**config.mk**
```make
export PLATFORM = sky130hd
export DESIGN_NAME = ts_capture
export DESIGN_NICKNAME = d
export VERILOG_FILES = /design/src/rtl/ts_cap_pkg.sv /design/src/rtl/ts_cap_ctrl.sv /design/src/rtl/ts_cap_dp.sv /design/src/rtl/ts_capture.sv
export SDC_FILE = /design/constraint.sdc
export NUM_CORES = 1
export LEC_CHECK = 0
export ABC_AREA = 1
export CORE_MARGIN = 5
export CORE_UTILIZATION = 52
export CTS_BUF_LIST = sky130_fd_sc_hd__clkbuf_4 sky130_fd_sc_hd__clkbuf_8
export DETAILED_ROUTE_END_ITERATION = 7
export GPL_ROUTABILITY_DRIVEN = 1
export PLACE_DENSITY = 0.84
export SLEW_MARGIN = 20
export SYNTH_ARGS = -nofsm -noshare
export SYNTH_HDL_FRONTEND = slang
export SYNTH_HIERARCHICAL = 1
export SYNTH_SLANG_ARGS = --single-unit
```
**constraint.sdc**
```tcl
create_clock -name clk -period 2.74 [get_ports clk]
set_clock_uncertainty 0.15 [all_clocks]
set_input_delay 0.548 -clock clk [delete_from_list [all_inputs] [get_ports clk]]
set_output_delay 0.548 -clock clk [all_outputs]
set_load 0.05 [all_outputs]
```
**src/rtl/ts_cap_pkg.sv**
```systemverilog
package ts_cap_pkg;
  localparam int NSIDE   = 2;
  localparam int SIDE_RX = 0;
  localparam int SIDE_TX = 1;

  typedef enum logic [1:0] {
    MODE_L4V1  = 2'd0,
    MODE_V2MSG = 2'd1,
    MODE_V2EVT = 2'd2,
    MODE_RSVD  = 2'd3
  } rxMode_e;

  typedef struct packed {
    logic capTx;
    logic capRx;
  } capStrobe_t;
endpackage

```
**src/rtl/ts_cap_ctrl.sv**
```systemverilog
module ts_cap_ctrl
  import ts_cap_pkg::*;
#(
  parameter int WORD_W = 32,
  parameter int MSG_W = 4,
  parameter int PORT_W = 16,
  parameter int ETYPE_W = 16,
  parameter logic [ETYPE_W-1:0] PTP_ETYPE = 16'h88F7
) (
  input  logic               clk,
  input  logic               rstN,
  input  logic               cfgWr,
  input  logic               cfgTxEn,
  input  logic               cfgRxEn,
  input  logic [1:0]         cfgRxMode,
  input  logic [WORD_W-1:0]  cfgMatchWord,
  input  logic               txEvt,
  input  logic               rxEvt,
  input  logic [ETYPE_W-1:0] rxEtype,
  input  logic               rxIsUdp,
  input  logic [PORT_W-1:0]  rxDstPort,
  input  logic               rxIsV2,
  input  logic [MSG_W-1:0]   rxMsgType,
  input  logic               rdEn,
  input  logic [1:0]         rdAddr,
  output capStrobe_t         strobe,
  output logic [NSIDE-1:0]   validQ
);
  localparam int PORT_LSB = WORD_W - PORT_W;

  logic              txEnQ, rxEnQ;
  rxMode_e           modeQ;
  logic [MSG_W-1:0]  codeQ;
  logic [PORT_W-1:0] portQ;

  always_ff @(posedge clk or negedge rstN) begin
    if (!rstN) begin
      txEnQ <= 1'b0;
      rxEnQ <= 1'b0;
      modeQ <= MODE_RSVD;
      codeQ <= '0;
      portQ <= '0;
    end else if (cfgWr) begin
      txEnQ <= cfgTxEn;
      rxEnQ <= cfgRxEn;
      modeQ <= rxMode_e'(cfgRxMode);
      codeQ <= cfgMatchWord[MSG_W-1:0];
      portQ <= cfgMatchWord[WORD_W-1:PORT_LSB];
    end
  end

  logic l2Hit, l4Hit, codeHit, rxHit;
  always_comb begin
    l2Hit   = (rxEtype == PTP_ETYPE);
    l4Hit   = rxIsUdp && (rxDstPort == portQ);
    codeHit = (rxMsgType == codeQ);
    unique case (modeQ)
      MODE_L4V1:  rxHit = l4Hit && !rxIsV2 && codeHit;
      MODE_V2MSG: rxHit = (l2Hit || l4Hit) && rxIsV2 && codeHit;
      MODE_V2EVT: rxHit = (l2Hit || l4Hit) && rxIsV2 && !rxMsgType[MSG_W-1];
      default:    rxHit = 1'b0;
    endcase
  end

  logic [NSIDE-1:0] relSide;
  always_comb begin
    relSide = '0;
    if (rdEn && rdAddr[0]) relSide[rdAddr[1]] = 1'b1;
  end

  always_comb begin
    strobe.capRx = rxEvt && rxEnQ && rxHit && !validQ[SIDE_RX] && !cfgWr;
    strobe.capTx = txEvt && txEnQ && !validQ[SIDE_TX] && !cfgWr;
  end

  logic [NSIDE-1:0] capVec;
  assign capVec = {strobe.capTx, strobe.capRx};

  for (genvar s = 0; s < NSIDE; s++) begin : g_valid
    always_ff @(posedge clk or negedge rstN) begin
      if (!rstN)             validQ[s] <= 1'b0;
      else if (cfgWr)        validQ[s] <= 1'b0;
      else if (relSide[s])   validQ[s] <= 1'b0;
      else if (capVec[s])    validQ[s] <= 1'b1;
    end
  end


  cfg_flush_chk: assert property (@(posedge clk) disable iff (!rstN)
    cfgWr |=> (validQ == '0));


  rd_free_chk: assert property (@(posedge clk) disable iff (!rstN)
    (rdEn && rdAddr == 2'b01) |=> !validQ[SIDE_RX]);


  lock_hold_chk: assert property (@(posedge clk) disable iff (!rstN)
    (validQ[SIDE_TX] && !cfgWr && !(rdEn && rdAddr == 2'b11)) |=> validQ[SIDE_TX]);


  rx_off_chk: assert property (@(posedge clk) disable iff (!rstN)
    (!rxEnQ && !validQ[SIDE_RX]) |=> !validQ[SIDE_RX]);
endmodule

```
**src/rtl/ts_cap_dp.sv**
```systemverilog
module ts_cap_dp
  import ts_cap_pkg::*;
#(
  parameter int TIME_W = 64,
  parameter int WORD_W = 32
) (
  input  logic              clk,
  input  logic              rstN,
  input  logic [TIME_W-1:0] sysTime,
  input  capStrobe_t        strobe,
  input  logic [NSIDE-1:0]  validIn,
  input  logic [1:0]        rdAddr,
  output logic [WORD_W-1:0] rdData
);
  logic [TIME_W-1:0] stampQ [NSIDE];
  logic [NSIDE-1:0]  capVec;
  assign capVec = {strobe.capTx, strobe.capRx};

  for (genvar s = 0; s < NSIDE; s++) begin : g_slot
    always_ff @(posedge clk or negedge rstN) begin
      if (!rstN)          stampQ[s] <= '0;
      else if (capVec[s]) stampQ[s] <= sysTime;
    end


    stamp_take_chk: assert property (@(posedge clk) disable iff (!rstN)
      capVec[s] |=> (stampQ[s] == $past(sysTime)));


    locked_no_cap_chk: assert property (@(posedge clk) disable iff (!rstN)
      validIn[s] |-> !capVec[s]);
  end

  logic [TIME_W-1:0] selStamp;
  always_comb begin
    selStamp = stampQ[rdAddr[1]];
    rdData   = rdAddr[0] ? selStamp[TIME_W-1:TIME_W-WORD_W] : selStamp[WORD_W-1:0];
  end
endmodule

```
**src/rtl/ts_capture.sv**
```systemverilog
module ts_capture
  import ts_cap_pkg::*;
#(
  parameter int TIME_W = 64,
  parameter int WORD_W = 32,
  parameter int MSG_W = 4,
  parameter int PORT_W = 16,
  parameter int ETYPE_W = 16
) (
  input  logic               clk,
  input  logic               rstN,
  input  logic [TIME_W-1:0]  sysTime,
  input  logic               cfgWr,
  input  logic               cfgTxEn,
  input  logic               cfgRxEn,
  input  logic [1:0]         cfgRxMode,
  input  logic [WORD_W-1:0]  cfgMatchWord,
  input  logic               txEvt,
  input  logic               rxEvt,
  input  logic [ETYPE_W-1:0] rxEtype,
  input  logic               rxIsUdp,
  input  logic [PORT_W-1:0]  rxDstPort,
  input  logic               rxIsV2,
  input  logic [MSG_W-1:0]   rxMsgType,
  input  logic               rdEn,
  input  logic [1:0]         rdAddr,
  output logic [WORD_W-1:0]  rdData,
  output logic               rxValid,
  output logic               txValid
);
  capStrobe_t       strobe;
  logic [NSIDE-1:0] validQ;

  ts_cap_ctrl #(
    .WORD_W(WORD_W), .MSG_W(MSG_W), .PORT_W(PORT_W), .ETYPE_W(ETYPE_W)
  ) u_ctrl (
    .clk(clk), .rstN(rstN),
    .cfgWr(cfgWr), .cfgTxEn(cfgTxEn), .cfgRxEn(cfgRxEn),
    .cfgRxMode(cfgRxMode), .cfgMatchWord(cfgMatchWord),
    .txEvt(txEvt), .rxEvt(rxEvt), .rxEtype(rxEtype), .rxIsUdp(rxIsUdp),
    .rxDstPort(rxDstPort), .rxIsV2(rxIsV2), .rxMsgType(rxMsgType),
    .rdEn(rdEn), .rdAddr(rdAddr),
    .strobe(strobe), .validQ(validQ)
  );

  ts_cap_dp #(.TIME_W(TIME_W), .WORD_W(WORD_W)) u_dp (
    .clk(clk), .rstN(rstN), .sysTime(sysTime), .strobe(strobe),
    .validIn(validQ), .rdAddr(rdAddr), .rdData(rdData)
  );

  assign rxValid = validQ[SIDE_RX];
  assign txValid = validQ[SIDE_TX];
endmodule

```
; Word-level counts from Yosys, hierarchy flattened
; Index checks and enable logic that the tools add are counted.
[word_totals]
register_bits = 154
input_bits = 146
out_inout_bits = 34
elab_cells = 56
[classes]
n_lt_le_gt_ge = 3
eq_ne = 5
n_mux = 14
bitwise_logic = 1
reduce_logical = 24
[ops]
columns = cell, count
row1 = $mux W64, 3
row2 = $mux W32, 1
row3 = $eq A16 B16 Y1, 1
row4 = $eq A16 B16 Y1 const B, 1
row5 = $logic_and A1 B1 Y1, 15
row6 = $mux W1, 7
row7 = $reduce_bool A3 Y1, 2
row8 = $logic_not A1 Y1, 5
row9 = $eq A4 B4 Y1, 1
row10 = $pmux W1 S3, 1
row11 = $eq A2 B1 Y1 const B, 1
row12 = $eq A2 B2 Y1 const B, 1
row13 = $ge A2 B2 Y1 const B, 1
row14 = $logic_not A2 Y1, 1
row15 = $lt A1 B2 Y1 const B, 1
row16 = $mux W2, 1
row17 = $not A1 Y2, 1
row18 = $demux W1 S1, 1
row19 = $ge A1 B1 Y1 const B, 1
row20 = $logic_or A1 B1 Y1, 1

; Depth between registers and ports, before layout
[logic_depth]
ltp_word = 12
ltp_mapped = 15
mapped_depth_nobuf = 12

; By module
; Netlist, hierarchy kept.
[by_module_without_submodules]
columns = mod, n_inst, cells_per_inst, area_each_um2, seq_area_each_um2
row1 = ts_cap_dp, 1, 786, 6072.1, 3203.1
row2 = ts_cap_ctrl, 1, 224, 1512.7, 653.1

; Least setup slack after synthesis
; No wires, ideal clock.
[synth_path]
path_kind = register -> register
from = reg u_ctrl.modeQ[0]
to = reg u_dp/stampQ[109] (netlist bit)
arrival_time_ns = 1.849
required_time_ns = 2.457
setup_slack_ns = 0.608
path_stages_with_launch = 12
n_path_buf = 2
cell_sequence = dfstp_2 > inv_1 > ha_1 > nand2_1 > a21oi_1 > nand2_1 > a21oi_2 > nand2_1 > nor2_1 > buf_4 > clkbuf_1 > o21ai_0
[synth_lines]
columns = element, line_no
row1 = "start, declared", ts_cap_ctrl.sv:32  ; rxMode_e modeQ;
row2 = "start signal, assigned", ts_cap_ctrl.sv:46  ; modeQ <= rxMode_e'(cfgRxMode);
row3 = "end signal, assigned by index", ts_cap_dp.sv:22  ; else if (capVec[s]) stampQ[s] <= sysTime;
row4 = "end, declared", ts_cap_dp.sv:15  ; logic [TIME_W-1:0] stampQ [NSIDE];

; Final worst setup path
[layout_path]
from = in rdAddr[0]
to = out rdData[25]
[layout_between]
elab_chain_cells = 1
[layout_lines]
columns = element, line_no
row1 = "start, declared", ts_capture.sv:26  ; input logic [1:0] rdAddr,
row2 = $mux W32, ts_cap_dp.sv:37  ; rdData = rdAddr[0] ? selStamp[TIME_W-1:TIME_W-WORD_W] : selStamp[WORD_W-1:0];
row3 = "end, declared", ts_capture.sv:27  ; output logic [WORD_W-1:0] rdData,
; Every way passes these cells.

==> summary.txt <==
Outcome
  – Status: complete, no violations

Cells and area
  – Final nets: 1309
  – Layout cells sized above 1: 0.0753
  – Commonest non-fill, non-tap cells in the layout: nand2_1, inv_1, dfrtp_1, o21ai_0, clkdlybuf4s50_1
  – Fillers: 1120
  – Final core occ: 0.697
  – Syn-to-layout area delta: 32.5%
  – Commonest non-fill, non-tap cell in the layout: nand2_1

Detailed routing
  – Vias per cell: 4.99
  – First DRT Iteration DRCs: between 500 and 600
  – Drt total wl: just under 20000 um
  – DR vias: 6767
  – DRC: 0
  – Routed Antenna Nets: 0
  – First-pass detailed-route iteration total: 5
  – WL/cell: around 14 um

Hold path
  – Hold Path End: u_ctrl/portQ[14]$_DFFE_PN0P_
  – Hold path startpoint: u_ctrl/portQ[14]$_DFFE_PN0P_
  – Worst hold path depth: 2
  – Min-delay worst type: reg -> reg

Timing
  – Final Critical Period: 2.57 ns
  – Unrepaired setup endpoints after global routing: false
  – # setup viols final: 0
  – Max Slew Vio Count: 0
  – Setup TNS: 0 ns
  – FMAX: 389 MHz
  – Worst-Margin Slew: 0.549 ns
  – Fin crit share: 0.938
  – Slew headroom: 0.633
  – Final Hold Violating Endpoints: 0

Setup path
  – Crit path max-delay family: buffers and inverters
  – CP Class: in -> out
  – Reg2Reg Depth: 10
  – Slowest-stage cell, CP: clkdlybuf4s50_1
  – Reg2Reg Setup Slack: 0.35 ns
  – Data required, critical path: a little over 2 ns
  – Crit. End Element: primary output
  – Largest stage delay on the critical path: a little over 0.5 ns
  – Worst path cell trace: clkdlybuf4s50_1 > inv_1 > buf_12 > nand3_1 > nand2_1 > buf_12
  – Crit path buffers/inverters: 4
  – Most used cell, CP: buf_12
  – Crit path arrival time: 1.87 ns
  – Worst setup SP type: primary input
  – Crit path max fanout: 25
  – R2r endpoint: u_dp/stampQ[101]$_DFFE_PN0P_
  – Worst reg2reg path startpoint: u_ctrl/modeQ[0]$_DFFE_PN1P_

GRT
  – First-pass GRT wire length: 30900 um
  – GR Util All Layers: 0.232
  – Gr ovfl total: 0
  – Number of global-route vias before repair: 6634
  – Largest net degree at the start of global routing: 73
  – Antenna violations before repair: 3

Clock tree
  – Setup Buffers After CTS: 0
  – Number of H-tree levels: 4
  – Clock sink count: 154
  – CTS Buf Count: 17
  – Bufs on Longest Clock Path: 2
  – Clk root buf: clkbuf_8
  – Worst-Skew Late Latency: 0.44 ns
  – CTS tree: built
  – Clock Pin Slew Worst Setup and Hold Paths: ~0.07 ns

Die
  – IO Count: 180
  – Die H: 131 um
  – Die width: about 130 um
  – Initial core utilization: 0.526
  – Die ar.: 17100 um2
  – Num rows: 44
  – Std-Cell Core Area: between 10000 and 15000 um2

Placement
  – Final GP Congestion: 0.848
  – DP Wirelength: 13600 um
  – Port Buf Inserts: 167

Pwr
  – Leakage: around 0.0049 uW
  – Max VDD drop: 429 uV
  – Cell Pwr Density: 561 nW/um2

Synthesis
  – Mean Syn Cell Area: 7.51 um2
  – FF+latch count, synth: 154
  – Net Count, Synth: approximately 1200
  – Syn Std Cell Area: 7580 um2
  – Sequential-to-total area share from yosys stat: 0.508
  – Warnings from Yosys: 6
  – Post-Synthesis Cells: 1010
  – Yosys cell types: 23

Job
  – Number of max-cap violations: 0
[flip-flops by register name, summed over array words and instances, names as in the netlist]
name,cells
u_ctrl/modeQ,2
u_ctrl/portQ,16
u_ctrl/rxEnQ,1
u_ctrl/validQ,2
u_ctrl/codeQ,4
u_dp/stampQ,128
u_ctrl/txEnQ,1
[worst max-delay path by stage]
stage,startpoint,end,slack [ns],depth (start not counted)
after floorplan,u_ctrl/modeQ[0]$_DFFE_PN1P_,u_dp/stampQ[109]$_DFFE_PN0P_,0.61,11
after global placement,rxMsgType[1],u_dp/stampQ[75]$_DFFE_PN0P_,0.11,13
after detailed placement,rxMsgType[1],u_dp/stampQ[85]$_DFFE_PN0P_,0.07,13
after CTS,rdAddr[0],rdData[23],0.18,6
after global routing,rdAddr[0],rdData[23],0.12,6
final,rdAddr[0],rdData[25],0.17,6
[tightest hold or removal path, cell delays in order, from the launching register on]
cell and delay (ns):
dfrtp_1 0.36, nand2_1 0.06, nand2_1 0.05
[repair_timing]
| action | 4_1_cts | 5_1_grt |
|---|---|---|
| hold buffers | 1 | 0 |
| gates resized for setup | 0 | 0 |
| hold endpoints to repair | 27 | 0 |
[Yosys cell counts]
master / number / area (um2)
o21ai_0: 143 / 716
ha_1: 3 / 37.5
buf_4: 4 / 30.0
a311oi_1: 1 / 8.76
dfstp_2: 2 / 52.6
nor2_2: 2 / 12.5
buf_6: 15 / 169
a21oi_1: 2 / 10.0
dfrtp_1: 152 / 3800
nor3b_1: 1 / 7.51
inv_1: 167 / 627
nor3_1: 4 / 20.0
inv_2: 1 / 3.75
nor2_1: 14 / 52.6
buf_2: 20 / 100
a21oi_2: 2 / 17.5
or2_2: 2 / 12.5
xor2_1: 4 / 35.0
clkbuf_2: 6 / 30.0
o21ai_1: 6 / 30.0
nand2_1: 382 / 1430
nand3_1: 69 / 345
clkbuf_1: 8 / 30.0
[where the power goes]
| group | internal, uW | leakage, uW | switching [uW] |
|---|---|---|---|
| Sequential | 2540 | 0.00166 | 77.7 |
| Combinational | 658 | 0.00308 | 839 |
| Clock | 750 | 0.000178 | 771 |
| Total | 3950 | 0.00492 | 1690 |
[through the flow]
stage | hold slack, ns | worst slack [ns] | total power [uW] | cells | instance area [um2]
6_report | 0.349 | 0.169 | 5640 | 1355 | 10000
3_3_place_gp | 0.298 | 0.111 | 4120 | 1324 | 9700
3_5_place_dp | 0.297 | 0.0684 | 4160 | 1324 | 9700
2_1_floorplan | 0.102 | 0.608 | 3420 | 1010 | 7580
4_1_cts | 0.348 | 0.180 | 5680 | 1352 | 10000
5_1_grt | 0.379 | 0.118 | 5920 | 1355 | 10000
[area by class of cell]
class	count	area, um2	share of cell area
Sequential cell	154	3860	0.384
Multi-Input combinational cell	635	2750	0.274
Timing Repair Buffer	184	2240	0.223
Inverter	168	631	0.0628
Clock buffer	22	278	0.0276
Tap cell	184	230	0.0229
Clock inverter	5	50.0	0.00498
Antenna cell	3	7.51	0.000747
[cells by family (layout without fill, tap and decap cells)]
kind of cell | count (synthesis) | in the layout | share of synthesized area
other cells | 0 | 3 | 0
fa+ha+maj | 3 | 3 | 0.00495
flops | 154 | 154 | 0.508
simple gates | 474 | 474 | 0.248
buf+inv | 221 | 379 | 0.130
xor+xnor | 4 | 4 | 0.00462
compound gates | 154 | 154 | 0.103
[routing by layer]
metal / wire length, um / part of all wire / global-route usage / up-vias
met5: 0 / 0 / 0 / -
met4: 729 / 0.037 / 0.102 / 0
met3: 1310 / 0.067 / 0.0618 / 42
met2: 9550 / 0.49 / 0.393 / 240
met1: 7880 / 0.40 / 0.278 / 3126
li1: - / - / - / 3359
(Power assumes the default switching activity.)
